## config.mk

```make
export PLATFORM = sky130hd
export DESIGN_NAME = irq_slot_router
export DESIGN_NICKNAME = d
export VERILOG_FILES = /design/src/rtl/irq_route_pkg.sv /design/src/rtl/irq_route_xlate.sv /design/src/rtl/irq_route_arb.sv /design/src/rtl/irq_route_drive.sv /design/src/rtl/irq_slot_router.sv
export SDC_FILE = /design/constraint.sdc
export NUM_CORES = 1
export LEC_CHECK = 0
export BUFFER_PORTS_ARGS = -buffer_cell sky130_fd_sc_hd__buf_2
export CORE_MARGIN = 3
export CORE_UTILIZATION = 30
export CTS_BUF_LIST = sky130_fd_sc_hd__clkbuf_4
export DETAILED_ROUTE_END_ITERATION = 16
export PLACE_DENSITY = 0.56
export SETUP_SLACK_MARGIN = 0.05
export SYNTH_ARGS = -nofsm -noshare
export SYNTH_HDL_FRONTEND = slang
export SYNTH_SLANG_ARGS = --single-unit
```

## constraint.sdc

```tcl
create_clock -name clk -period 1.8 [get_ports clk]
set_input_delay 0.18 -clock clk [delete_from_list [all_inputs] [get_ports clk]]
set_output_delay 0.18 -clock clk [all_outputs]
set_load 0.005 [all_outputs]
```

## src/rtl/irq_route_pkg.sv

```systemverilog
package irq_route_pkg;
  localparam int SLOT_W        = 5;
  localparam int PIN_W         = 2;
  localparam int LINES         = 32;
  localparam int LINE_W        = $clog2(LINES);
  localparam int GSI_W         = LINE_W + 1;
  localparam int GSI_BASE      = LINES;
  localparam int SLOT_SHARED   = 5;
  localparam int SLOT_SOLO_A   = 6;
  localparam int SLOT_SOLO_B   = 7;
  localparam int SLOT_GRP_LO   = 8;
  localparam int SLOT_GRP_HI   = 12;
  localparam int LINE_SOLO_A   = 4;
  localparam int LINE_SOLO_B   = 5;
  localparam int LINE_GRP_BASE = 6;

  typedef struct packed {
    logic [SLOT_W-1:0] slot;
    logic [PIN_W-1:0]  pin;
    logic              level;
  } irq_evt_t;
endpackage

```

## src/rtl/irq_route_xlate.sv

```systemverilog
module irq_route_xlate
  import irq_route_pkg::*;
(
  input  logic [SLOT_W-1:0] slot,
  input  logic [PIN_W-1:0]  pin,
  output logic              mapped,
  output logic [LINE_W-1:0] line
);
  always_comb begin
    mapped = 1'b1;
    line   = '0;
    if (slot == SLOT_W'(SLOT_SHARED)) begin
      line = LINE_W'(pin);
    end else if (slot == SLOT_W'(SLOT_SOLO_A)) begin
      line = LINE_W'(LINE_SOLO_A);
    end else if (slot == SLOT_W'(SLOT_SOLO_B)) begin
      line = LINE_W'(LINE_SOLO_B);
    end else if (slot >= SLOT_W'(SLOT_GRP_LO) && slot <= SLOT_W'(SLOT_GRP_HI)) begin
      line = LINE_W'(slot) - LINE_W'(SLOT_GRP_LO) + LINE_W'(pin) + LINE_W'(LINE_GRP_BASE);
    end else begin
      mapped = 1'b0;
    end
  end
endmodule

```

## src/rtl/irq_route_arb.sv

```systemverilog
module irq_route_arb
  import irq_route_pkg::*;
#(
  parameter int NPORT = 2
) (
  input  logic                  clk,
  input  logic                  rst_n,
  input  logic [NPORT-1:0]      in_vld,
  input  irq_evt_t [NPORT-1:0]  in_evt,
  output logic                  win_vld,
  output irq_evt_t              win_evt
);
  localparam int IDX_W = (NPORT > 1) ? $clog2(NPORT) : 1;

  logic     [NPORT-1:0] pend_v;
  irq_evt_t [NPORT-1:0] pend_e;
  logic     [NPORT-1:0] grant;
  logic     [IDX_W-1:0] best;
  logic                 found;

  always_comb begin
    best  = '0;
    found = 1'b0;
    for (int i = 0; i < NPORT; i++) begin
      if (pend_v[i] && (!found || pend_e[i].slot < pend_e[best].slot)) begin
        best  = IDX_W'(i);
        found = 1'b1;
      end
    end
    grant = '0;
    if (found) grant[best] = 1'b1;
  end

  assign win_vld = found;
  assign win_evt = pend_e[best];

  for (genvar g = 0; g < NPORT; g++) begin : g_port
    logic     load;
    logic     v_d;
    irq_evt_t e_d;

    always_comb begin
      load = in_vld[g] && (!pend_v[g] || grant[g]);
      v_d  = load || (pend_v[g] && !grant[g]);
      e_d  = load ? in_evt[g] : pend_e[g];
    end

    always_ff @(posedge clk or negedge rst_n) begin
      if (!rst_n) begin
        pend_v[g] <= 1'b0;
        pend_e[g] <= '0;
      end else begin
        pend_v[g] <= v_d;
        pend_e[g] <= e_d;
      end
    end

    p_hold_pending_r11: assert property (@(posedge clk) disable iff (!rst_n)
      (pend_v[g] && !grant[g]) |=> (pend_v[g] && $stable(pend_e[g])));
  end

  p_one_grant_r9: assert property (@(posedge clk) disable iff (!rst_n)
    $onehot0(grant));
endmodule

```

## src/rtl/irq_route_drive.sv

```systemverilog
module irq_route_drive
  import irq_route_pkg::*;
(
  input  logic              clk,
  input  logic              rst_n,
  input  logic              win_vld,
  input  logic              win_mapped,
  input  logic [LINE_W-1:0] win_line,
  input  logic [PIN_W-1:0]  win_pin,
  input  logic              win_level,
  input  logic [LINES-1:0]  edge_sel,
  input  logic [LINES-1:0]  pol,
  output logic              out_vld,
  output logic [LINE_W-1:0] out_line,
  output logic [GSI_W-1:0]  out_gsi,
  output logic              out_unmapped,
  output logic              cpu_irq
);
  logic              lvl_q, lvl_d, cpu_d, vld_d, unm_d;
  logic [LINE_W-1:0] line_d;
  logic [GSI_W-1:0]  gsi_d;

  always_comb begin
    vld_d  = win_vld;
    line_d = '0;
    gsi_d  = '0;
    unm_d  = 1'b0;
    lvl_d  = lvl_q;
    cpu_d  = lvl_q;
    if (win_vld) begin
      if (win_mapped) begin
        line_d = win_line;
        gsi_d  = GSI_W'(GSI_BASE) + GSI_W'(win_line);
        if (edge_sel[win_line]) begin
          cpu_d = 1'b1;
        end else begin
          lvl_d = pol[win_line] ? win_level : ~win_level;
          cpu_d = lvl_d;
        end
      end else begin
        unm_d = 1'b1;
        gsi_d = GSI_W'(win_pin);
      end
    end
  end

  always_ff @(posedge clk or negedge rst_n) begin
    if (!rst_n) begin
      out_vld      <= 1'b0;
      out_line     <= '0;
      out_gsi      <= '0;
      out_unmapped <= 1'b0;
      cpu_irq      <= 1'b0;
      lvl_q        <= 1'b0;
    end else begin
      out_vld      <= vld_d;
      out_line     <= line_d;
      out_gsi      <= gsi_d;
      out_unmapped <= unm_d;
      cpu_irq      <= cpu_d;
      lvl_q        <= lvl_d;
    end
  end

  p_line_range_r4: assert property (@(posedge clk) disable iff (!rst_n)
    (out_vld && !out_unmapped) |-> (out_line <= LINE_W'(SLOT_GRP_HI - SLOT_GRP_LO + 3 + LINE_GRP_BASE)));

  p_unmapped_gsi_r8: assert property (@(posedge clk) disable iff (!rst_n)
    (out_vld && out_unmapped) |-> (out_gsi < GSI_W'(1 << PIN_W) && out_line == '0));

  p_pulse_restore_r6: assert property (@(posedge clk) disable iff (!rst_n)
    (!win_vld) |=> (cpu_irq == lvl_q));
endmodule

```

## src/rtl/irq_slot_router.sv

```systemverilog
module irq_slot_router
  import irq_route_pkg::*;
#(
  parameter int NPORT = 2
) (
  input  logic                   clk,
  input  logic                   rst_n,
  input  logic [NPORT-1:0]       ev_vld,
  input  logic [NPORT*SLOT_W-1:0] ev_slot,
  input  logic [NPORT*PIN_W-1:0] ev_pin,
  input  logic [NPORT-1:0]       ev_level,
  input  logic [LINES-1:0]       edge_sel,
  input  logic [LINES-1:0]       pol,
  output logic                   out_vld,
  output logic [LINE_W-1:0]      out_line,
  output logic [GSI_W-1:0]       out_gsi,
  output logic                   out_unmapped,
  output logic                   cpu_irq
);
  logic [1:0] rst_sync;
  logic       rst_int_n;

  always_ff @(posedge clk or negedge rst_n) begin
    if (!rst_n) rst_sync <= 2'b00;
    else        rst_sync <= {rst_sync[0], 1'b1};
  end
  assign rst_int_n = rst_sync[1];

  irq_evt_t [NPORT-1:0] in_evt;
  for (genvar g = 0; g < NPORT; g++) begin : g_unpack
    assign in_evt[g].slot  = ev_slot[g*SLOT_W +: SLOT_W];
    assign in_evt[g].pin   = ev_pin[g*PIN_W +: PIN_W];
    assign in_evt[g].level = ev_level[g];
  end

  logic              win_vld;
  irq_evt_t          win_evt;
  logic              win_mapped;
  logic [LINE_W-1:0] win_line;

  irq_route_arb #(.NPORT(NPORT)) u_arb (
    .clk     (clk),
    .rst_n   (rst_int_n),
    .in_vld  (ev_vld),
    .in_evt  (in_evt),
    .win_vld (win_vld),
    .win_evt (win_evt)
  );

  irq_route_xlate u_xlate (
    .slot   (win_evt.slot),
    .pin    (win_evt.pin),
    .mapped (win_mapped),
    .line   (win_line)
  );

  irq_route_drive u_drive (
    .clk          (clk),
    .rst_n        (rst_int_n),
    .win_vld      (win_vld),
    .win_mapped   (win_mapped),
    .win_line     (win_line),
    .win_pin      (win_evt.pin),
    .win_level    (win_evt.level),
    .edge_sel     (edge_sel),
    .pol          (pol),
    .out_vld      (out_vld),
    .out_line     (out_line),
    .out_gsi      (out_gsi),
    .out_unmapped (out_unmapped),
    .cpu_irq      (cpu_irq)
  );

  p_gsi_offset_r5: assert property (@(posedge clk) disable iff (!rst_int_n)
    (out_vld && !out_unmapped) |-> (out_gsi >= GSI_W'(GSI_BASE)));
endmodule

```

==> results_dict.tcl, run 1 <==
set metrics [dict create \
    min_period_over_period_pct 264 \
    ant_nets 0 \
    synth_area_leaders "dfrtp_1 33%, mux2_2 9.9%, mux2i_1 7.1%, nand2_1 6.7%, ha_1 6.3%" \
    gp_congestion 0.827 \
    outcome "complete, but fails checks" \
    path_clk_slew_ns 0.11 \
    r2r_start "u_arb.pend_e[5]" \
    skew_ns 0.0140 \
    gr-total-overflow 0 \
    min_from "ev_slot[8]" \
    wl_microns 8330 \
    cts_max_level 2 \
    fp.coreArea_sq_um 7490 \
    antenna_cells 0 \
    grt_pass1_wl_microns 12600 \
    drive_gt1_share_pct 62.5 \
    nets 536 \
    synth_cell_types 46 \
    seq_area_frac_synth_pct 33.4 \
    ys_warn_count 0 \
    num_rows 31 \
    clock.fmax_ghz 0.210 \
    setup_violations 28 \
    cp-start-kind "register" \
    path_max_fanout 6 \
    wire_per_inst_microns 15.5 \
    die_w_microns 95.3 \
    synthCells 262 \
    drv_slew 0 \
    grt_max_degree 31 \
    rsz0062_at_grt "true" \
    drv_cap 0 \
    grt_pass1_vias 2706 \
    netlist_area_sq_um 2390 \
    numCtsBuffers 5 \
    routed-via-count 2658 \
    first_pass_iters 5 \
    hold_violations 0 \
    netlist.top_cell.by_area "dfrtp_1" \
    clk_path_buf_depth 2 \
    portBuffers 97 \
    violations "setup timing" \
    fin_ws_ns -2.96 \
    drtIter0Drc 56 \
    drc 0 \
    hpwl_microns 6080 \
    areaGrowthSynthToFinish_pct 75.9 \
    critPathKind "register to register" \
    ys.flop_type "dfrtp_1" \
    routed_via_density 4.93 \
    end_kind "register" \
    die_y_microns 95.3 \
    hp-class "input pin to register" \
    ys_ff_latch 32 \
    synth_edf_count 0 \
    io-pin-count 98 \
    clock-sinks 32 \
    startpoint "u_arb.pend_e[5]" \
    synth_nets 359 \
    required_ns 2.02 \
    synth_top_area_share_pct 33.4 \
    worst_hold_slack_ns 0.0648 \
    postSynthAreaPerCell_sq_um 9.14 \
    design.die.area_sq_um 9090 \
    track_usage_pct 17.6 \
    root_buffer "clkbuf_4" \
    initial_core_util_pct 32.0 \
    cts_tree "done" \
    antenna_found_initial 0 \
    async_reset_ff_share_pct 100 \
    final.min_clock_period_ns 4.76 \
    clkLatencyLatePin_ns 0.33 \
    arrival_ns 4.97 \
]
## final timing paths
path | endpoint | slack [ns] | cells past startpoint
hold reg to reg | u_arb.pend_e[10] | 0.27 | 1
max in group asynchronous | u_arb.pend_e[6] | 1.25 | 1
setup reg to reg | u_drive.lvl_q | -2.96 | 20
setup / recovery | u_drive.lvl_q | -2.96 | 20
min in group asynchronous | rst_sync[0] | 0.14 | 2
hold / removal | u_arb.pend_e[14] | 0.06 | 2
## synthesized netlist by cell type (5+ instances only)
library cell / number
inv_1: 13
a21oi_1: 14
nor2_1: 18
buf_2: 6
o21ai_0: 5
mux2_2: 21
ha_1: 12
dfrtp_1: 32
nand2b_1: 7
mux2i_1: 17
nand2_1: 43
## registers in the layout (all words and copies together), names as in the netlist
register	count
u_arb.pend_e	16
u_drive.out_gsi	4
u_drive.out_line	4
rst_sync	2
u_arb.pend_v	2
u_drive.cpu_irq	1
u_drive.lvl_q	1
u_drive.out_unmapped	1
u_drive.out_vld	1
## critical path, stage by stage (launching register included)
cell and delay [ns]:
dfrtp_1 0.41, inv_2 0.09, ha_4 0.20, a21o_1 0.18
a31oi_4 0.18, o221a_4 0.26, buf_6 0.11, mux2i_2 0.22
ha_1 0.26, inv_1 0.07, ha_2 0.18, inv_2 0.04
fa_2 0.63, nor3_4 0.06, a211oi_4 0.31, buf_12 0.16
mux2_2 0.34, o2111ai_2 0.19, a211oi_2 0.10, a211oi_2 0.29
mux2_4 0.33
## kinds of logic (layout without fill, tap and decap cells)
logic type	Yosys count	after routing	share of synthesized area, %
buf+inv	28	205	5.96
simple gates	93	93	18.3
compound gates	51	52	14.9
xor+xnor	3	3	1.10
other cells	1	1	0.157
flops	32	32	33.4
mux	41	41	19.0
fa+ha+maj	13	13	7.11
## cell type report
class                   instances  area, sq um
well taps                      99          124
inverters                      13         51.3
repair buffers                184         1260
clock buffers                   6         45.0
fillers                       655         3270
flip-flops and latches         32          801
clock inverters                 2         35.0
multi-input cells             203         1890
## metal layers
layer | wire [microns] | track usage (%) | up-vias
li1 | - | - | 1295
met1 | 3630 | 23.1 | 1276
met2 | 4170 | 30.1 | 78
met3 | 452 | 2.76 | 9
met4 | 81 | 4.21 | 0
met5 | 0 | 0 | -
## per-stage QoR
stage          instances  worst slack [ns]  util [%]  setup TNS [ns]  cell area (sq um)
3_3_place_gp         509             -2.95      46.2          -27.19               3460
6_report             539             -2.96      56.3          -26.90               4210
4_1_cts              537             -2.95      54.4          -26.00               4070
2_1_floorplan        262             -3.00         -          -22.71               2440
3_5_place_dp         509             -3.08      46.2          -28.32               3460
5_1_grt              539             -3.13      56.3          -29.45               4210
## layout by cell type (no fill, tap or decap), types with 4 or more instances in the layout
| cell type | instances |
|---|---|
| buf_2 | 97 |
| buf_4 | 66 |
| nand2_1 | 36 |
| dfrtp_1 | 32 |
| mux2i_1 | 16 |
| buf_6 | 15 |
| mux2_4 | 13 |
| mux2_2 | 10 |
| nor2_1 | 10 |
| a21oi_1 | 10 |
| inv_1 | 8 |
| ha_1 | 7 |
| nor2_4 | 6 |
| clkbuf_4 | 6 |
| nand2b_1 | 5 |
| inv_2 | 4 |
| a21o_1 | 4 |
| and3_1 | 4 |
| a311oi_2 | 4 |
| a221oi_1 | 4 |
## timing repair
item                                    4_1_cts  5_1_grt
pin swaps                                    24       20
cloned                                        2        0
endpoints found under the setup margin       28       29
hold buffers                                  1        0
endpoints found under the hold margin         2        0
gates resized for setup                      79       30
buffers inserted                             20        5
Power of run 1 is left out: the tool's default activity adds up to more than one toggle a clock period on the data nets, which glitch-free logic cannot reach.
==> run 2, diff against run 1 <==
BUFFER_PORTS_ARGS = -buffer_cell sky130_fd_sc_hd__buf_4   (was -buffer_cell sky130_fd_sc_hd__buf_2)
==> results_dict.tcl, run 2 (synthesized netlist as in run 1, its figures left out) <==
set metrics [dict create \
    min_from "ev_vld[0]" \
    n_fill_cell 645 \
    critical_path.max_stage_delay_ns 0.51 \
    design_area_sq_um 4360 \
    whs_path_depth 2 \
    gr-total-overflow 0 \
    routed-via-count 2686 \
    drv_slew 0 \
    required_ns 2.02 \
    path_max_fanout 5 \
    cts_tree "done" \
    num_rows 31 \
    hpwl_microns 6310 \
    drv_cap 0 \
    drtIter0Drc 111 \
    routed_via_density 4.95 \
    ff2ff_setup_slack_ns -3.00 \
    grt_pass1_wl_microns 12600 \
    rr_endpoint "u_drive.lvl_q" \
    portBuffers 97 \
    layout_common_cells "170 x buf_4, 38 x nand2_1, 32 x dfrtp_1" \
    largestRegisters "u_arb.pend_e (16), u_drive.out_gsi (4), u_drive.out_line (4)" \
    min_period_over_period_pct 267 \
    skew_ns 0.0107 \
    clk_path_buf_depth 2 \
    antenna_cells 0 \
    violations "setup timing" \
    grt_max_degree 31 \
    setup_violations 27 \
    arrival_ns 5.02 \
    ant_nets 0 \
    antenna_found_initial 0 \
    clock.fmax_ghz 0.208 \
    die_w_microns 95.3 \
    areaGrowthSynthToFinish_pct 82.1 \
    drc 0 \
    grt_pass1_vias 2666 \
    cts_max_level 2 \
    final_common_cell "buf_4" \
    hold_end "u_arb.pend_v[0]" \
    rsz0062_at_grt "true" \
    drive_gt1_share_pct 61.5 \
    wl_microns 8450 \
    initial_core_util_pct 32.0 \
    first_pass_iters 4 \
    fin_ws_ns -3.00 \
    ff2ff_path_depth 20 \
    top_register "u_arb.pend_e" \
    pre_cts_ws_ns -3.13 \
    fp.coreArea_sq_um 7490 \
    slowest_stage "mux4_2" \
    root_buffer "clkbuf_4" \
    cp-start-kind "register" \
    gp_congestion 0.941 \
    largest_reg_flops 16 \
    numCtsBuffers 5 \
    clkLatencyLatePin_ns 0.33 \
    end_kind "register" \
    hold_violations 0 \
    clock-sinks 32 \
    final.min_clock_period_ns 4.80 \
    nets 540 \
    wire_per_inst_microns 15.6 \
    r2r_start "u_arb.pend_e[5]" \
    path_clk_slew_ns 0.11 \
    outcome "complete, but fails checks" \
    hp-class "input pin to register" \
    track_usage_pct 17.6 \
    cp_cell_sequence "inv_2 > ha_4 > a21o_1 > a31oi_4 > o221a_4 > buf_6 > nor2_4 > a21o_1 > ha_4 > or3b_1 > a311o_1 > nand2b_4 > mux2_4 > nor3b_2 > or2_1 > mux4_2 > or3b_1 > nand4_1 > xor2_1 > mux2_4" \
    die_y_microns 95.3 \
    io-pin-count 98 \
    design.die.area_sq_um 9090 \
    worst_hold_slack_ns 0.0670 \
    dpl_cell_area_sq_um 3710 \
    critPathKind "register to register" \
]
-- run 2: cell types whose count changed in the layout (fill, tap and decap cells not counted), sizes merged --
cell           previous run  this run
buf                     182       186
clkdlybuf4s15             0         1
clkbuf                    6         5
clkinvlp                  0         1
bufbuf                    1         0
-- run 2: worst max path at each step --
stage / endpoint / startpoint / slack [ns] / depth (start not counted)
2_1_floorplan: u_drive.lvl_q / u_arb.pend_e[5] / -3.00 / 21
3_3_place_gp: u_drive.lvl_q / u_arb.pend_e[5] / -2.93 / 20
3_5_place_dp: u_drive.lvl_q / u_arb.pend_e[5] / -3.13 / 19
4_1_cts: u_drive.lvl_q / u_arb.pend_e[13] / -2.84 / 19
5_1_grt: u_drive.lvl_q / u_arb.pend_e[5] / -3.11 / 20
6_report: u_drive.lvl_q / u_arb.pend_e[5] / -3.00 / 20
-- run 2: worst max-delay path: cells and delay by family, from the launching register on --
family | cells | cell delay, ns
AOI/OAI and AO/OA | 5 | 1.04
xor gates and xnor gates | 1 | 0.10
adders and majority gates | 2 | 0.43
buffers and inverters | 2 | 0.20
DFF | 1 | 0.38
muxes | 3 | 1.08
and+or+nand+nor | 7 | 1.45
-- run 2: layout make-up --
type	count	area [sq um]	area share, %
Clock buffer	5	37.5	0.861
Multi-Input combinational cell	203	1820	41.6
Inverter	13	51.3	1.18
Clock inverter	3	42.5	0.975
Timing Repair Buffer	188	1490	34.2
Sequential cell	32	801	18.4
Tap cell	99	124	2.84
-- run 2: repair_timing --
action,in CTS,in global routing
resized for setup,68,22
cloned,2,0
buffers inserted,16,4
setup endpoints to repair,28,28
hold buffers,1,0
hold endpoints to repair,2,0
pin swaps,23,17
-- run 2: layer usage --
metal,share of wire [%],global-route usage [%],vias to the layer above
met4,0.80,3.49,0
li1,-,-,1301
met1,43,23.8,1288
met5,0,0,-
met2,50,29.9,89
met3,6.6,2.68,8
-- run 2: stage by stage --
step                      util (%)  std cells  TNS (ns)
after CTS                     56.5        539    -25.47
after global placement        49.6        513    -27.28
after detailed placement      49.6        513    -29.19
after global routing          58.3        543    -29.06
after floorplan                  -        262    -22.71
final                         58.3        543    -27.16
Power of run 2 is left out for the same reason.
